**src/rtl/optx_pkg.sv**
```systemverilog
// Shared types for the optical transmit modulator.
// Assumes the control word layout below is fixed; bit 0 is the LSB.
package optx_pkg;

    typedef struct packed {
        logic       rx_off;  // [7] block optical receive
        logic       tx_inv;  // [6] invert optical output
        logic [1:0] duty;    // [5:4] carrier on-time code
        logic       mod_en;  // [3] apply carrier
        logic [1:0] src;     // [2:1] optical source select
        logic       bb;      // [0] bit-bang serial source
    } optx_cfg_t;

    localparam int unsigned CFG_W = $bits(optx_cfg_t);

    // Carrier on-time in clocks for a duty code: period >> (4 - code).
    function automatic int unsigned optx_on_len(int unsigned period, logic [1:0] code);
        return period >> (4 - int'(code));
    endfunction

endpackage

```
**src/rtl/optx_carrier.sv**
```systemverilog
// Carrier generator: free-running period counter with wrap strobe and
// on-time flag. Assumes CAR_PERIOD >= 16 so every duty code gives a
// non-zero on-time that starts at count 0.
module optx_carrier
    import optx_pkg::*;
#(
    parameter int unsigned CAR_PERIOD = 129,
    localparam int unsigned CW = $clog2(CAR_PERIOD)
) (
    input  logic          clk,
    input  logic          rst_n,
    input  logic [1:0]    duty,
    output logic [CW-1:0] cnt,
    output logic          wrap,
    output logic          car_on
);

    localparam logic [CW-1:0] LAST = CW'(CAR_PERIOD - 1);

    logic [CW:0] on_len;

    // Wrap strobe marks the final count of a period.
    assign wrap = (cnt == LAST);

    // On-time length for the current duty code.
    always_comb on_len = (CW+1)'(optx_on_len(CAR_PERIOD, duty));

    // Carrier is on for the first on_len counts of a period.
    assign car_on = ({1'b0, cnt} < on_len);

    // Period counter: counts up and wraps at LAST.
    always_ff @(posedge clk) begin
        if (!rst_n)    cnt <= '0;
        else if (wrap) cnt <= '0;
        else           cnt <= cnt + 1'b1;
    end


    wrap_to_zero_chk: assert property (@(posedge clk) disable iff (!rst_n)
        wrap |=> (cnt == '0));

    count_step_chk: assert property (@(posedge clk) disable iff (!rst_n)
        !wrap |=> (cnt == $past(cnt) + 1'b1));

    on_at_start_chk: assert property (@(posedge clk) disable iff (!rst_n)
        (cnt == '0) |-> car_on);

endmodule

```
**src/rtl/optx_cfg.sv**
```systemverilog
// Control register pair: a shadow written by software and a working
// copy loaded only on the carrier wrap. Assumes a single write port.
module optx_cfg
    import optx_pkg::*;
(
    input  logic             clk,
    input  logic             rst_n,
    input  logic             wr,
    input  logic [CFG_W-1:0] wdata,
    input  logic             load,
    output optx_cfg_t        act
);

    optx_cfg_t shadow;

    // Shadow register captures every software write.
    always_ff @(posedge clk) begin
        if (!rst_n)  shadow <= '0;
        else if (wr) shadow <= optx_cfg_t'(wdata);
    end

    // Working configuration follows the shadow at the period boundary.
    always_ff @(posedge clk) begin
        if (!rst_n)    act <= '0;
        else if (load) act <= shadow;
    end


    hold_between_wraps_chk: assert property (@(posedge clk) disable iff (!rst_n)
        !load |=> $stable(act));

endmodule

```
**src/rtl/optx_path.sv**
```systemverilog
// Data path: serial source swap, four-way source select, carrier gating,
// inversion and output registers. Assumes inputs are already synchronous.
module optx_path
    import optx_pkg::*;
(
    input  logic      clk,
    input  logic      rst_n,
    input  optx_cfg_t act,
    input  logic      car_on,
    input  logic      uart_txd,
    input  logic      gpio_bit,
    input  logic      var_pulse,
    input  logic      watt_pulse,
    input  logic      opt_rxd,
    output logic      opt_txd,
    output logic      alt_txd,
    output logic      uart_rxd
);

    logic serial, gated, picked, shaped;

    // Serial source swap and the carrier-gated copy of it.
    always_comb begin
        serial = act.bb ? gpio_bit : uart_txd;
        gated  = serial | ~car_on;
    end

    // Four-way source select, optional carrier, then polarity.
    always_comb begin
        unique case (act.src)
            2'd0:    picked = serial;
            2'd1:    picked = gated;
            2'd2:    picked = var_pulse;
            default: picked = watt_pulse;
        endcase
        shaped = act.mod_en ? (picked | ~car_on) : picked;
    end

    // Output registers; idle high during reset.
    always_ff @(posedge clk) begin
        if (!rst_n) begin
            opt_txd  <= 1'b1;
            alt_txd  <= 1'b1;
            uart_rxd <= 1'b1;
        end else begin
            opt_txd  <= shaped ^ act.tx_inv;
            alt_txd  <= act.bb ? uart_txd : 1'b1;
            uart_rxd <= act.rx_off ? 1'b1 : opt_rxd;
        end
    end


    rx_block_chk: assert property (@(posedge clk) disable iff (!rst_n)
        act.rx_off |=> uart_rxd);

    alt_follow_chk: assert property (@(posedge clk) disable iff (!rst_n)
        act.bb |=> (alt_txd == $past(uart_txd)));

    idle_mark_chk: assert property (@(posedge clk) disable iff (!rst_n)
        (!car_on && !act.tx_inv && (act.mod_en || act.src == 2'd1)) |=> opt_txd);

endmodule

```
**src/rtl/optx_modulator.sv**
```systemverilog
// Top level of the optical serial transmit modulator. Ties together the
// control registers, carrier generator and data path. Assumes all inputs
// are synchronous to clk.
module optx_modulator
    import optx_pkg::*;
#(
    parameter int unsigned CAR_PERIOD = 129,
    localparam int unsigned CW = $clog2(CAR_PERIOD)
) (
    input  logic       clk,
    input  logic       rst_n,
    input  logic       cfg_wr,
    input  logic [7:0] cfg_wdata,
    input  logic       uart_txd,
    input  logic       gpio_bit,
    input  logic       var_pulse,
    input  logic       watt_pulse,
    input  logic       opt_rxd,
    output logic       opt_txd,
    output logic       alt_txd,
    output logic       uart_rxd
);

    optx_cfg_t     act;
    logic [CW-1:0] cnt;
    logic          wrap, car_on;

    optx_cfg u_cfg (
        .clk   (clk),
        .rst_n (rst_n),
        .wr    (cfg_wr),
        .wdata (cfg_wdata),
        .load  (wrap),
        .act   (act)
    );

    optx_carrier #(.CAR_PERIOD(CAR_PERIOD)) u_car (
        .clk    (clk),
        .rst_n  (rst_n),
        .duty   (act.duty),
        .cnt    (cnt),
        .wrap   (wrap),
        .car_on (car_on)
    );

    optx_path u_path (
        .clk        (clk),
        .rst_n      (rst_n),
        .act        (act),
        .car_on     (car_on),
        .uart_txd   (uart_txd),
        .gpio_bit   (gpio_bit),
        .var_pulse  (var_pulse),
        .watt_pulse (watt_pulse),
        .opt_rxd    (opt_rxd),
        .opt_txd    (opt_txd),
        .alt_txd    (alt_txd),
        .uart_rxd   (uart_rxd)
    );


    reset_idle_chk: assert property (@(posedge clk)
        !rst_n |=> (opt_txd && alt_txd && uart_rxd));

endmodule

```
**config.mk**
```make
export PLATFORM = sky130hd
export DESIGN_NAME = optx_modulator
export DESIGN_NICKNAME = d
export VERILOG_FILES = /design/src/rtl/optx_pkg.sv /design/src/rtl/optx_carrier.sv /design/src/rtl/optx_cfg.sv /design/src/rtl/optx_path.sv /design/src/rtl/optx_modulator.sv
export SDC_FILE = /design/constraint.sdc
export NUM_CORES = 1
export LEC_CHECK = 0
export CAP_MARGIN = 0
export CORE_AREA = 8 8 61 63
export CTS_CLUSTER_SIZE = 30
export DETAILED_ROUTE_END_ITERATION = 8
export DIE_AREA = 0 0 69 71
export DONT_BUFFER_PORTS = 1
export PLACE_DENSITY_LB_ADDON = 0.2
export REMOVE_ABC_BUFFERS = 1
export SLEW_MARGIN = 20
export SYNTH_ARGS = -nofsm -noshare
export SYNTH_HDL_FRONTEND = slang
export SYNTH_SLANG_ARGS = --single-unit
```
**constraint.sdc**
```tcl
create_clock -name clk -period 3.5 [get_ports clk]
set_input_delay 0.875 -clock clk [delete_from_list [all_inputs] [get_ports clk]]
set_output_delay 0.875 -clock clk [all_outputs]
set_load 0.05 [all_outputs]
```
Word level (Yosys, flattened, before mapping)
Cells that the tools add are included.
{"block": "op_classes", "n_addsub": 2, "muxes": 3, "shifts": 1, "n_eq_ne": 3, "bitwise": 5, "n_lt_le_gt_ge": 1, "n_reduce_logical": 4}
{"operator": "8-bit by 32-bit >> shifter with 9-bit output, first input constant", "count": 1}
{"operator": "8-bit by 9-bit less-than comparator with 1-bit output", "count": 1}
{"operator": "8-bit by 1-bit adder with 8-bit output, second input constant", "count": 1}
{"operator": "8-bit equality test, second input constant", "count": 1}
{"operator": "2-bit OR reduction", "count": 2}
{"operator": "3-bit by 2-bit subtractor with 4-bit output, first input constant", "count": 1}
{"operator": "1-bit one-hot mux with 3 select lines", "count": 1}
{"operator": "2-bit by 1-bit equality test with 1-bit output, second input constant", "count": 1}
{"operator": "2-bit equality test, second input constant", "count": 1}
{"operator": "2-bit zero test", "count": 1}
{"operator": "1-bit 2-to-1 mux", "count": 2}
{"operator": "1-bit inverter", "count": 2}
{"operator": "1-bit bitwise OR", "count": 2}
{"operator": "2-bit AND reduction", "count": 1}
{"operator": "1-bit XOR", "count": 1}
{"block": "totals", "register_bits": 27, "wordCells": 35}

Logic depth before layout (Yosys ltp)
Gate-level depths: netlist of run 1.
{"block": "logic_depth", "depth_word": 9, "depth_mapped": 6}

Cells and area by module
Synthesis of run 1 repeated with hierarchy kept, for this count alone.
{"block": "hier_totals", "hier_cells": 124, "area_unflattened_um2": 1251.2}
{"module": "optx_cfg", "seq_area_each_um2": 320.3, "area_per_inst_um2": 608.1, "n_inst": 1, "cells_each": 51}
{"module": "optx_carrier", "seq_area_each_um2": 160.2, "area_per_inst_um2": 503.0, "n_inst": 1, "cells_each": 58}
{"module": "optx_path", "seq_area_each_um2": 60.1, "area_per_inst_um2": 140.1, "n_inst": 1, "cells_each": 15}

Worst setup path after synthesis of run 1
Ideal clock, no wire load.
{"block": "synth_path", "path_type": "input to register", "start": "input var_pulse", "end": "register u_path.opt_txd", "slack_ps": 1610, "setup_time_ps": 123, "arrival_ps": 1766, "required_time_ps": 3377, "path_stages": 4, "path_cell_list": "mux2_4 a22o_1 a211oi_2 mux2_1"}
{"block": "synth_via", "elab_chain_len": 4}
{"item": "from (decl)", "line_no": "optx_modulator.sv:16", "rtl": "input logic var_pulse,"}
{"item": "1-bit one-hot mux with 3 select lines (*)", "line_no": "optx_path.sv:30", "rtl": "unique case (act.src)"}
{"item": "1-bit bitwise OR", "line_no": "optx_path.sv:36", "rtl": "shaped = act.mod_en ? (picked | ~car_on) : picked;"}
{"item": "1-bit 2-to-1 mux (*)", "line_no": "optx_path.sv:36"}
{"item": "1-bit XOR (*)", "line_no": "optx_path.sv:46", "rtl": "opt_txd <= shaped ^ act.tx_inv;"}
{"item": "to (signal assigned)", "line_no": "optx_path.sv:46"}
{"item": "to (decl)", "line_no": "optx_path.sv:15", "rtl": "output logic opt_txd,"}
Mark *: on every way between the ends. The rest lies on a longest branch, timed or not.
A chain may end at the register's enable or synchronous reset.

Worst setup path in the final report of run 1
{"block": "layout_path", "start": "register u_path.opt_txd", "end": "output opt_txd"}
{"item": "to (decl)", "line_no": "optx_modulator.sv:19", "rtl": "output logic opt_txd,"}
No word-level cell between the ends.

==> metrics.txt, run 1 <==
# TYPE chip_impl_metric gauge
chip_impl_info{name="outcome",value="completed"} 1
chip_impl_metric{name="chipHeight",unit="um"} 71
chip_impl_metric{name="critical_path_arrival",unit="ns"} 0.98
chip_impl_info{name="timing.rr.start",value="u_cfg.act[4]$_SDFFE_PN0P_"} 1
chip_impl_info{name="postSynth.topFlopCell",value="dfxtp_1"} 1
chip_impl_metric{name="max-vdd-ir-drop",unit="V"} 0.000303
chip_impl_metric{name="initial_antenna_violation_count",unit=""} 0
chip_impl_info{name="hold_start",value="u_cfg.act[0]$_SDFFE_PN0P_"} 1
chip_impl_metric{name="placeableCoreArea",unit="mm2"} 0.00285
chip_impl_metric{name="grt_pass1_vias",unit=""} 732
chip_impl_info{name="launch_point_of_the_worst_path",value="u_path.opt_txd$_SDFF_PN1_"} 1
chip_impl_info{name="tritoncts_clock_tree",value="done"} 1
chip_impl_metric{name="drive_gt1_share",unit="%"} 6.72
chip_impl_info{name="critical_path.endpoint_type",value="primary output"} 1
chip_impl_metric{name="numClockSinks",unit=""} 27
chip_impl_metric{name="grt_max_degree",unit=""} 23
chip_impl_metric{name="yosysTopAreaCellShare",unit="%"} 44.6
chip_impl_info{name="synth.area.top_cells",value="dfxtp_1 45%, mux2i_1 14%, nor2b_1 8.8%, ha_1 7.2%, xor2_1 3.6%"} 1
chip_impl_metric{name="timing.reg2reg.setup_slack",unit="ns"} 1.65
chip_impl_metric{name="synth_cell_type_count",unit=""} 28
chip_impl_info{name="hold_path.class",value="reg -> reg"} 1
chip_impl_metric{name="total_power",unit="uW"} 482
chip_impl_metric{name="critical_path_fanouts_max",unit=""} 1
chip_impl_metric{name="final.setup_skew",unit="ns"} 0.00244
chip_impl_metric{name="core.rowCount",unit=""} 20
chip_impl_metric{name="cell_area_after_technology_mapping",unit="mm2"} 0.00121
chip_impl_metric{name="final-seq-area",unit="um2"} 541
chip_impl_metric{name="routabilityCongestion",unit=""} 0.729
chip_impl_info{name="timing.setup.critical_path_class",value="reg -> out"} 1
chip_impl_metric{name="required",unit="ns"} 2.62
chip_impl_metric{name="floorplan.initialDensity",unit="%"} 42.5
chip_impl_metric{name="ys_seq_elements",unit=""} 27
chip_impl_info{name="cts_root_buf",value="clkbuf_4"} 1
chip_impl_metric{name="synth-seq-area-share",unit="%"} 44.6
chip_impl_metric{name="globalRouteOverflowTotal",unit=""} 0
chip_impl_metric{name="power_density",unit="mW/mm2"} 382
chip_impl_metric{name="layout-area-overhead-vs-synth",unit="%"} 4.23
chip_impl_metric{name="max_cap_viol_count",unit=""} 0
chip_impl_metric{name="slew_viol_final",unit=""} 0
chip_impl_metric{name="post_synthesis_cells",unit=""} 119
chip_impl_info{name="post-synth-top-area-cell",value="dfxtp_1"} 1
chip_impl_info{name="setup_repair_after_global_routing_missed_its_margin",value="false"} 1
chip_impl_metric{name="synthArstFlopShare",unit="%"} 0
chip_impl_metric{name="worst_setup_hold_path_clk_slew",unit="ns"} 0.14
chip_impl_metric{name="fmax",unit="MHz"} 540
chip_impl_metric{name="cts_hold_buf",unit=""} 0
chip_impl_metric{name="setup_viol",unit=""} 0
chip_impl_metric{name="post_cts_buffers",unit=""} 0
chip_impl_metric{name="io_pins",unit=""} 19
chip_impl_metric{name="cts_inserted_buffers",unit=""} 3
chip_impl_metric{name="final_nets",unit=""} 143
chip_impl_metric{name="detailed_place_hpwl",unit="um"} 1500
chip_impl_metric{name="tritonroute_pass_1_iters",unit=""} 3
chip_impl_metric{name="clockBufferDepth",unit=""} 2
chip_impl_info{name="cp_launch_type",value="flip-flop"} 1
chip_impl_metric{name="count_of_unresolved_drc_violations_after_routing",unit=""} 0
chip_impl_metric{name="routed-via-count",unit=""} 764
chip_impl_metric{name="count_of_flip_flops_with_a_built_in_enable_after_synthesis",unit=""} 0
chip_impl_metric{name="grt_pass1_wl",unit="um"} 3280
chip_impl_metric{name="antenna_cells",unit=""} 0
chip_impl_metric{name="ctsResizeCount",unit=""} 0
chip_impl_metric{name="min_period_over_period",unit="%"} 52.9
chip_impl_metric{name="track_usage",unit="%"} 7.95
chip_impl_metric{name="syn_avg_cell_area",unit="um2"} 10.2
chip_impl_metric{name="max_slew.worst_pin.slew",unit="ns"} 0.661
chip_impl_metric{name="drt-wirelength-per-cell",unit="um"} 12.8
chip_impl_info{name="final_common_cell",value="dfxtp_1"} 1
chip_impl_info{name="layout.cells.most_common_list",value="27 x dfxtp_1, 17 x mux2i_1, 17 x nor2b_1, 8 x nor2_1, 7 x ha_1"} 1
chip_impl_metric{name="ant_nets",unit=""} 0
chip_impl_metric{name="finalCriticalPeriod",unit="ns"} 1.85
chip_impl_metric{name="die-area",unit="mm2"} 0.00490
chip_impl_metric{name="yosysWarningCount",unit=""} 0
chip_impl_metric{name="postRouteWirelength",unit="um"} 1940
chip_impl_metric{name="drt_iter0_markers",unit=""} 13
chip_impl_metric{name="clk_latency",unit="ns"} 0.32
chip_impl_metric{name="avgViaCountPerCell",unit=""} 5.03
chip_impl_metric{name="worst_slew_margin_rel",unit="%"} 55.8
chip_impl_metric{name="ctsHtreeMaxLevel",unit=""} 1
chip_impl_metric{name="area_of_the_multi_input_gates",unit="um2"} 647
chip_impl_metric{name="cellLeakagePower",unit="nW"} 0.560
chip_impl_metric{name="timing.final.hold_violations",unit=""} 0
chip_impl_metric{name="fin_tns_setup",unit="ns"} 0
chip_impl_metric{name="port-buffer-count",unit=""} 0
chip_impl_metric{name="fillerInstances",unit=""} 290
chip_impl_metric{name="floorplan.die.width",unit="um"} 69
final cells by class:
| cell class | instances | share of cell area, % |
|---|---|---|
| inverters | 2 | 0.594 |
| flip-flops and latches | 27 | 42.8 |
| clock inverters | 1 | 0.396 |
| clock buffers | 3 | 1.78 |
| multi-input cells | 86 | 51.2 |
| well taps | 33 | 3.27 |
layer usage:
| metal | routed length, um | GRT usage (%) | vias to the layer above |
|---|---|---|---|
| met2 | 982 | 12.7 | 10 |
| met4 | 16 | 4.10 | 0 |
| met3 | 58 | 2.38 | 2 |
| li1 | - | - | 399 |
| met5 | 0 | 0 | - |
| met1 | 886 | 9.38 | 353 |
metrics by stage:
stage	cells	util (%)	cell area, um2	hold slack (ns)	setup slack, ns
6_report	152	44.3	1260	0.450	1.65
2_1_floorplan	115	-	1190	0.409	1.61
3_3_place_gp	148	43.3	1240	0.417	1.59
4_1_cts	152	44.3	1260	0.455	1.62
3_5_place_dp	148	43.3	1240	0.423	1.57
5_1_grt	152	44.3	1260	0.486	1.48
power by group:
| part | switching, mW | internal [mW] |
|---|---|---|
| clock network | 0.0868 | 0.0428 |
| logic | 0.00872 | 0.0154 |
| registers | 0.0114 | 0.317 |
worst register-to-register path, stage by stage, from the launching register on:
cell	delay [ns]
dfxtp_1	0.36
nand2b_1	0.15
ha_1	0.27
o21a_1	0.17
o221a_1	0.25
a211oi_2	0.23
mux2_1	0.34
Yosys cell counts (all sizes together), types with 2 or more instances:
| library cell | n |
|---|---|
| nand3 | 5 |
| dfxtp | 27 |
| inv | 2 |
| and3 | 3 |
| mux2i | 17 |
| mux2 | 2 |
| nand2b | 3 |
| nand2 | 5 |
| xor2 | 5 |
| ha | 7 |
| buf | 2 |
| nor2b | 17 |
| nor2 | 8 |
| clkbuf | 2 |
| nor3 | 2 |
worst paths after layout:
kind	end	cells after the start
worst max-delay path	opt_txd	0
worst min-delay path	u_path.alt_txd$_SDFF_PN1_	1
worst max register to register	u_path.opt_txd$_SDFF_PN1_	6
worst min register to register	u_path.alt_txd$_SDFF_PN1_	1
state kept, by name (all words and copies together) (netlist names):
register and count:
u_cfg.shadow 8, u_cfg.act 8, u_path.alt_txd 1, u_path.opt_txd 1, u_car.cnt 8, u_path.uart_rxd 1
kinds of logic after synthesis:
logic type	after synthesis	share of synthesized area [%]
flops	27	44.6
buf+inv	6	2.06
fa+ha+maj	7	7.22
compound gates	6	4.13
xor+xnor	6	4.33
mux	19	16.2
simple gates	47	21.2
other cells	1	0.309
No activity file was read; power rests on OpenSTA's default activity.
==> run 2: changes to the inputs <==
Settings changed: ABC_AREA set to 1, CORE_AREA 8 8 61 63 to 8 8 63 65, DIE_AREA 0 0 69 71 to 0 0 71 73.
Clock period 3.5 ns to 1.6 ns, I/O delays scaled along.
==> metrics.txt, run 2 <==
# TYPE chip_impl_metric gauge
chip_impl_info{name="outcome",value="completed"} 1
chip_impl_info{name="critPathSlowestCell",value="dfxtp_1"} 1
chip_impl_metric{name="ctsHtreeMaxLevel",unit=""} 1
chip_impl_metric{name="worstHoldPathCells",unit=""} 1
chip_impl_info{name="cp_launch_type",value="flip-flop"} 1
chip_impl_metric{name="numClockSinks",unit=""} 27
chip_impl_metric{name="fin_tns_setup",unit="ns"} 0
chip_impl_metric{name="cts_inserted_buffers",unit=""} 3
chip_impl_metric{name="post_cts_buffers",unit=""} 0
chip_impl_metric{name="finalCriticalPeriod",unit="ns"} 1.45
chip_impl_info{name="synth.top_cells.by_count",value="27 x dfxtp_1, 20 x inv_1, 20 x nand2_1, 15 x a21oi_1, 14 x o21ai_0"} 1
chip_impl_metric{name="synth-seq-area-share",unit="%"} 42.2
chip_impl_metric{name="detailed_place_hpwl",unit="um"} 1710
chip_impl_metric{name="avgViaCountPerCell",unit=""} 4.85
chip_impl_metric{name="port-buffer-count",unit=""} 0
chip_impl_info{name="highest_layer",value="met4"} 1
chip_impl_info{name="main_combinational_cell_family_by_area_after_synthesis",value="simple AND/OR/NAND/NOR gates"} 1
chip_impl_metric{name="critical_path_arrival",unit="ns"} 1.73
chip_impl_metric{name="die-area",unit="mm2"} 0.00518
chip_impl_metric{name="chipHeight",unit="um"} 73
chip_impl_metric{name="worst_r2r_path_depth",unit=""} 6
chip_impl_info{name="hold_path.class",value="in -> reg"} 1
chip_impl_metric{name="globalRouteOverflowTotal",unit=""} 0
chip_impl_info{name="critical_path.endpoint_type",value="flip-flop"} 1
chip_impl_metric{name="synth_fa_ha_area_share",unit="%"} 6.84
chip_impl_info{name="post-synth-top-area-cell",value="dfxtp_1"} 1
chip_impl_info{name="timing.critical_path.cells",value="inv_1 > ha_1 > nand3_2 > nor2_4 > o21ai_0 > a21oi_1"} 1
chip_impl_metric{name="syn_avg_cell_area",unit="um2"} 8.27
chip_impl_metric{name="drive_gt1_share",unit="%"} 20.0
chip_impl_info{name="cts_root_buf",value="clkbuf_4"} 1
chip_impl_metric{name="postRouteWirelength",unit="um"} 2260
chip_impl_metric{name="routed-wl-met3",unit="um"} 85
chip_impl_metric{name="grt_max_degree",unit=""} 21
chip_impl_metric{name="core.rowCount",unit=""} 20
chip_impl_metric{name="area_of_the_multi_input_gates",unit="um2"} 639
chip_impl_metric{name="count_of_flip_flops_with_a_built_in_enable_after_synthesis",unit=""} 0
chip_impl_info{name="final_common_cell",value="dfxtp_1"} 1
chip_impl_metric{name="track_usage",unit="%"} 9.13
chip_impl_metric{name="route.met2.wl",unit="um"} 1050
chip_impl_metric{name="power_density",unit="mW/mm2"} 811
chip_impl_metric{name="drt_iter0_markers",unit=""} 28
chip_impl_info{name="timing.rr.start",value="u_car.cnt[0]$_SDFF_PP0_"} 1
chip_impl_metric{name="yosysTopAreaCellShare",unit="%"} 42.2
chip_impl_metric{name="final_nets",unit=""} 179
chip_impl_metric{name="critical_path_fanouts_max",unit=""} 14
chip_impl_metric{name="max-vdd-ir-drop",unit="V"} 0.000585
chip_impl_info{name="registers_with_the_most_flip_flops",value="u_car.cnt x8, u_cfg.act x8, u_cfg.shadow x8"} 1
chip_impl_metric{name="placeableCoreArea",unit="mm2"} 0.00295
chip_impl_metric{name="count_of_unresolved_drc_violations_after_routing",unit=""} 0
chip_impl_metric{name="post_synthesis_cells",unit=""} 155
chip_impl_metric{name="largest_stage_delay_on_the_critical_path",unit="ns"} 0.38
chip_impl_metric{name="io_pins",unit=""} 19
chip_impl_metric{name="antenna_cells",unit=""} 0
chip_impl_metric{name="layout.core_utilization",unit="%"} 45.5
chip_impl_metric{name="final-seq-area",unit="um2"} 543
chip_impl_metric{name="final.setup_skew",unit="ns"} 0.0106
chip_impl_metric{name="fillerInstances",unit=""} 304
chip_impl_metric{name="layout.cell_area.non_filler",unit="mm2"} 0.00134
chip_impl_metric{name="slew_viol_final",unit=""} 0
chip_impl_metric{name="synth_simple_gate_area_share",unit="%"} 21.5
chip_impl_metric{name="synthArstFlopShare",unit="%"} 0
chip_impl_metric{name="synth_compound_gate_area_share",unit="%"} 18.5
chip_impl_metric{name="clockBufferDepth",unit=""} 2
chip_impl_metric{name="clk_latency",unit="ns"} 0.33
chip_impl_info{name="yosysMostFrequentCell",value="dfxtp_1"} 1
chip_impl_metric{name="post_synthesis_mux_area_share",unit="%"} 0
chip_impl_metric{name="yosysWarningCount",unit=""} 0
chip_impl_metric{name="cellLeakagePower",unit="nW"} 0.528
chip_impl_info{name="timing.setup.critical_path_class",value="reg -> reg"} 1
chip_impl_metric{name="tritonroute_pass_1_iters",unit=""} 4
chip_impl_metric{name="cts_hold_buf",unit=""} 0
chip_impl_metric{name="ant_nets",unit=""} 0
chip_impl_metric{name="ys_seq_elements",unit=""} 27
chip_impl_metric{name="grt_pass1_vias",unit=""} 923
chip_impl_metric{name="synth_cell_type_count",unit=""} 31
chip_impl_info{name="setup_repair_after_global_routing_missed_its_margin",value="false"} 1
chip_impl_metric{name="required",unit="ns"} 1.88
chip_impl_info{name="hold_start",value="rst_n"} 1
chip_impl_metric{name="dpl-instance-area",unit="mm2"} 0.00129
chip_impl_metric{name="routed-via-count",unit=""} 912
chip_impl_metric{name="setup_viol",unit=""} 0
chip_impl_metric{name="routabilityCongestion",unit=""} 0.771
chip_impl_metric{name="initial_antenna_violation_count",unit=""} 0
chip_impl_metric{name="synth-xor-area-share",unit="%"} 1.37
chip_impl_metric{name="timing.final.hold_violations",unit=""} 0
chip_impl_metric{name="drt-wirelength-per-cell",unit="um"} 12.0
chip_impl_metric{name="timing.reg2reg.setup_slack",unit="ns"} 0.15
chip_impl_metric{name="grt_pass1_wl",unit="um"} 3880
chip_impl_metric{name="max_cap_viol_count",unit=""} 0
chip_impl_info{name="hold-path-endpoint",value="u_path.alt_txd$_SDFF_PN1_"} 1
chip_impl_metric{name="floorplan.initialDensity",unit="%"} 43.4
chip_impl_metric{name="cell_area_after_technology_mapping",unit="mm2"} 0.00128
chip_impl_metric{name="fmax",unit="MHz"} 690
chip_impl_info{name="synth.area.top_cells",value="dfxtp_1 42%, ha_1 6.8%, a21oi_1 5.9%, inv_1 5.9%, nand2_1 5.9%"} 1
chip_impl_metric{name="floorplan.die.width",unit="um"} 71
chip_impl_info{name="tritoncts_clock_tree",value="done"} 1
chip_impl_metric{name="min_period_over_period",unit="%"} 90.6
chip_impl_info{name="timing.rr.end",value="u_cfg.act[3]$_SDFFE_PN0P_"} 1
chip_impl_metric{name="layout-area-overhead-vs-synth",unit="%"} 4.88
chip_impl_info{name="layout.cells.most_common_list",value="25 x dfxtp_1, 20 x inv_1, 19 x nand2_1, 14 x o21ai_0, 14 x a21oi_1"} 1
chip_impl_info{name="postSynth.topFlopCell",value="dfxtp_1"} 1
chip_impl_metric{name="wl_met1",unit="um"} 1110
chip_impl_metric{name="worst_setup_hold_path_clk_slew",unit="ns"} 0.16
[run 2: cell count changes in the layout (fill, tap and decap cells not counted), moves of 3 or more]
cell	delta
xor2_1	-3
o21ai_2	+4
inv_1	+18
nor2b_1	-17
mux2i_1	-17
nand2_1	+14
o21ai_0	+13
nand2b_1	-3
a21oi_1	+13
a21oi_2	+3
nor2_2	+3
inv_2	+4
[run 2: cell type report]
| type | count | share of cell area [%] |
|---|---|---|
| Multi-Input combinational cell | 100 | 47.6 |
| Clock buffer | 3 | 1.68 |
| Clock inverter | 1 | 0.559 |
| Sequential cell | 27 | 40.4 |
| Tap cell | 33 | 3.07 |
| Inverter | 24 | 6.70 |
[run 2: worst max-delay path: cells and delay by family, from the launching register on]
family	cells	cell delay (ns)
buf+inv	1	0.07
simple gates	2	0.52
fa+ha+maj	1	0.16
flops	1	0.38
compound gates	2	0.27
[run 2: how the worst max path moves through the flow]
stage / end / start / cells past startpoint
floorplan: u_path.opt_txd$_SDFF_PN1_ / u_cfg.act[4]$_SDFFE_PN0P_ / 12
global placement: u_path.opt_txd$_SDFF_PN1_ / u_cfg.act[4]$_SDFFE_PN0P_ / 12
detailed placement: u_path.opt_txd$_SDFF_PN1_ / u_cfg.act[4]$_SDFFE_PN0P_ / 12
CTS: u_path.opt_txd$_SDFF_PN1_ / u_cfg.act[4]$_SDFFE_PN0P_ / 12
global route: u_path.opt_txd$_SDFF_PN1_ / u_cfg.act[4]$_SDFFE_PN0P_ / 13
finish: u_cfg.act[3]$_SDFFE_PN0P_ / u_car.cnt[0]$_SDFF_PP0_ / 6
[run 2: cells by family (layout without fill, tap and decap cells)]
kind of cell	count (synthesis)	count (layout)
buffers and inverters	28	28
and+or+nand+nor	51	51
adders and majority gates	7	7
other	1	1
DFF	27	27
AOI/OAI and AO/OA	39	39
xor gates and xnor gates	2	2
[run 2: layer usage]
layer  up-vias  global-route usage [%]
met2        10                    15.6
li1        506                       -
met5         -                       0
met3         2                    2.75
met1       394                    10.7
met4         0                    2.77
[run 2: stage by stage]
step                cells  worst slack (ns)  total power, mW  hold WS (ns)
floorplan             151             0.277            0.787         0.399
global placement      184             0.178            0.799         0.418
detailed placement    184             0.117            0.801         0.419
CTS                   188            0.0909             1.11         0.135
global route          188           0.00970             1.14         0.135
finish                188             0.150             1.09         0.150
[run 2: timing repair]
| item | CTS | global route |
|---|---|---|
| gates resized for setup | 0 | 5 |
| endpoints found under the setup margin | 0 | 1 |
| endpoints found under the hold margin | 0 | 0 |
[run 2: power breakdown]
part	switching, mW	total (mW)	internal (mW)
clock	0.208	0.304	0.0955
combinational	0.0404	0.0675	0.0271
sequential	0.0228	0.718	0.695
total	0.272	1.09	0.818
==> run 3: changes to the inputs <==
Settings changed: GPL_ROUTABILITY_DRIVEN set to 0.
Clock period 1.6 ns to 1.2 ns, I/O delays scaled along.
==> metrics.txt, run 3 (synthesis gave the netlist of run 2 again) <==
# TYPE chip_impl_metric gauge
chip_impl_metric{name="final.setup_skew",unit="ns"} 0.0125
chip_impl_metric{name="ctsHtreeMaxLevel",unit=""} 1
chip_impl_info{name="layout.cells.most_common_list",value="21 x buf_4, 19 x dfxtp_1, 13 x inv_1, 11 x buf_6"} 1
chip_impl_info{name="registers_with_the_most_flip_flops",value="u_car.cnt x8, u_cfg.act x8, u_cfg.shadow x8"} 1
chip_impl_metric{name="avgViaCountPerCell",unit=""} 4.86
chip_impl_metric{name="drt-wirelength-per-cell",unit="um"} 13.5
chip_impl_info{name="hold_path.class",value="in -> reg"} 1
chip_impl_metric{name="max-vdd-ir-drop",unit="V"} 0.000782
chip_impl_metric{name="drive_gt1_share",unit="%"} 56.4
chip_impl_metric{name="track_usage",unit="%"} 11.9
chip_impl_metric{name="antenna_cells",unit=""} 0
chip_impl_metric{name="pre_cts_slack",unit="ns"} -0.223
chip_impl_metric{name="clockBufferDepth",unit=""} 2
chip_impl_metric{name="core.rowCount",unit=""} 20
chip_impl_metric{name="fmax",unit="MHz"} 694
chip_impl_metric{name="floorplan.initialDensity",unit="%"} 43.4
chip_impl_metric{name="critical_path_fanouts_max",unit=""} 4
chip_impl_metric{name="timing.final.hold_violations",unit=""} 0
chip_impl_metric{name="fin_tns_setup",unit="ns"} -0.549
chip_impl_metric{name="die-area",unit="mm2"} 0.00518
chip_impl_metric{name="dpl-instance-area",unit="mm2"} 0.00149
chip_impl_metric{name="routed-via-count",unit=""} 1074
chip_impl_info{name="final_common_cell",value="buf_4"} 1
chip_impl_metric{name="drt_iter0_markers",unit=""} 20
chip_impl_info{name="cp_launch_type",value="flip-flop"} 1
chip_impl_metric{name="tritonroute_pass_1_iters",unit=""} 4
chip_impl_info{name="violations",value="setup timing"} 1
chip_impl_metric{name="grt_pass1_wl",unit="um"} 4960
chip_impl_metric{name="chipHeight",unit="um"} 73
chip_impl_metric{name="timing.reg2reg.setup_slack",unit="ns"} -0.24
chip_impl_metric{name="layout.core_utilization",unit="%"} 63.6
chip_impl_metric{name="layout-area-overhead-vs-synth",unit="%"} 46.6
chip_impl_metric{name="total_power",unit="mW"} 1.55
chip_impl_metric{name="globalRouteOverflowTotal",unit=""} 0
chip_impl_metric{name="port-buffer-count",unit=""} 0
chip_impl_metric{name="power_density",unit="mW/mm2"} 826
chip_impl_metric{name="count_of_unresolved_drc_violations_after_routing",unit=""} 0
chip_impl_metric{name="cts_inserted_buffers",unit=""} 3
chip_impl_metric{name="ant_nets",unit=""} 0
chip_impl_metric{name="final_nets",unit=""} 212
chip_impl_info{name="setup_repair_after_global_routing_missed_its_margin",value="true"} 1
chip_impl_metric{name="setup_viol",unit=""} 15
chip_impl_metric{name="finalCriticalPeriod",unit="ns"} 1.44
chip_impl_metric{name="worst_setup_hold_path_clk_slew",unit="ns"} 0.16
chip_impl_metric{name="placeableCoreArea",unit="mm2"} 0.00295
chip_impl_metric{name="critical_path_arrival",unit="ns"} 1.69
chip_impl_info{name="timing.setup.critical_path_class",value="reg -> reg"} 1
chip_impl_metric{name="postRouteWirelength",unit="um"} 2990
chip_impl_metric{name="floorplan.die.width",unit="um"} 71
chip_impl_metric{name="max_cap_viol_count",unit=""} 0
chip_impl_metric{name="cellLeakagePower",unit="nW"} 0.789
chip_impl_metric{name="io_pins",unit=""} 19
chip_impl_metric{name="detailed_place_hpwl",unit="um"} 1860
chip_impl_metric{name="initial_antenna_violation_count",unit=""} 0
chip_impl_metric{name="numPlacedInstances",unit=""} 209
chip_impl_info{name="critical_path.endpoint_type",value="flip-flop"} 1
chip_impl_metric{name="slew_viol_final",unit=""} 0
chip_impl_info{name="tritoncts_clock_tree",value="done"} 1
chip_impl_metric{name="setup_ws",unit="ns"} -0.240
chip_impl_metric{name="grt_pass1_vias",unit=""} 1129
chip_impl_metric{name="final_cell_count_no_fill",unit=""} 221
chip_impl_metric{name="min_period_over_period",unit="%"} 120
chip_impl_metric{name="grt_max_degree",unit=""} 21
chip_impl_info{name="cts_root_buf",value="clkbuf_4"} 1
chip_impl_metric{name="numClockSinks",unit=""} 27
chip_impl_metric{name="final.hold.worst_slack",unit="ns"} 0.0344
chip_impl_metric{name="layout.cell_area.non_filler",unit="mm2"} 0.00188
chip_impl_metric{name="required",unit="ns"} 1.45
chip_impl_info{name="outcome",value="finished, violations left"} 1
chip_impl_metric{name="clk_latency",unit="ns"} 0.34
[run 3: area by class of cell]
type | count | area [um2]
well taps | 33 | 41.3
clock buffers | 3 | 22.5
clock inverters | 1 | 7.51
flip-flops and latches | 27 | 558
fillers | 247 | 1070
multi-input cells | 100 | 845
repair buffers | 33 | 302
inverters | 24 | 103
[run 3: power by group]
| part | internal (mW) | leakage [nW] | switching [mW] |
|---|---|---|---|
| logic | 0.0904 | 0.550 | 0.101 |
| registers | 0.924 | 0.225 | 0.0202 |
| clock network | 0.128 | 0.0139 | 0.288 |
[run 3: final timing paths]
check / start / end / depth (start not counted)
worst max-delay path: u_cfg.act[5]$_SDFFE_PN0P_ / u_path.opt_txd$_SDFF_PN1_ / 10
worst max register to register: u_cfg.act[5]$_SDFFE_PN0P_ / u_path.opt_txd$_SDFF_PN1_ / 10
worst min register to register: u_cfg.shadow[3]$_SDFFE_PN0P_ / u_cfg.act[3]$_SDFFE_PN0P_ / 2
worst min-delay path: rst_n / u_path.alt_txd$_SDFF_PN1_ / 1
[run 3: worst max-delay path: stages, from the launching register on]
cell	delay [ns]
dfxtp_2	0.39
nand2_1	0.10
ha_4	0.23
nand2_1	0.06
nand2_1	0.06
a21oi_1	0.18
nand3_2	0.10
nand2_2	0.07
nand2_1	0.05
nand2_1	0.06
nand3_1	0.06
[run 3: repair_timing]
| action | CTS | global route |
|---|---|---|
| setup endpoints to repair | 17 | 19 |
| gates cloned | 1 | 0 |
| setup buffers | 6 | 4 |
| gates resized for setup | 40 | 44 |
| pin swaps | 15 | 19 |
| hold buffers | 0 | 0 |
[run 3: layer usage]
layer / part of all wire [%] / up-vias / GRT usage, %
met5: 0 / - / 0
met3: 2.5 / 4 / 2.47
met2: 51 / 15 / 20.1
li1: - / 569 / -
met1: 45 / 486 / 14.3
met4: 1.3 / 0 / 4.85
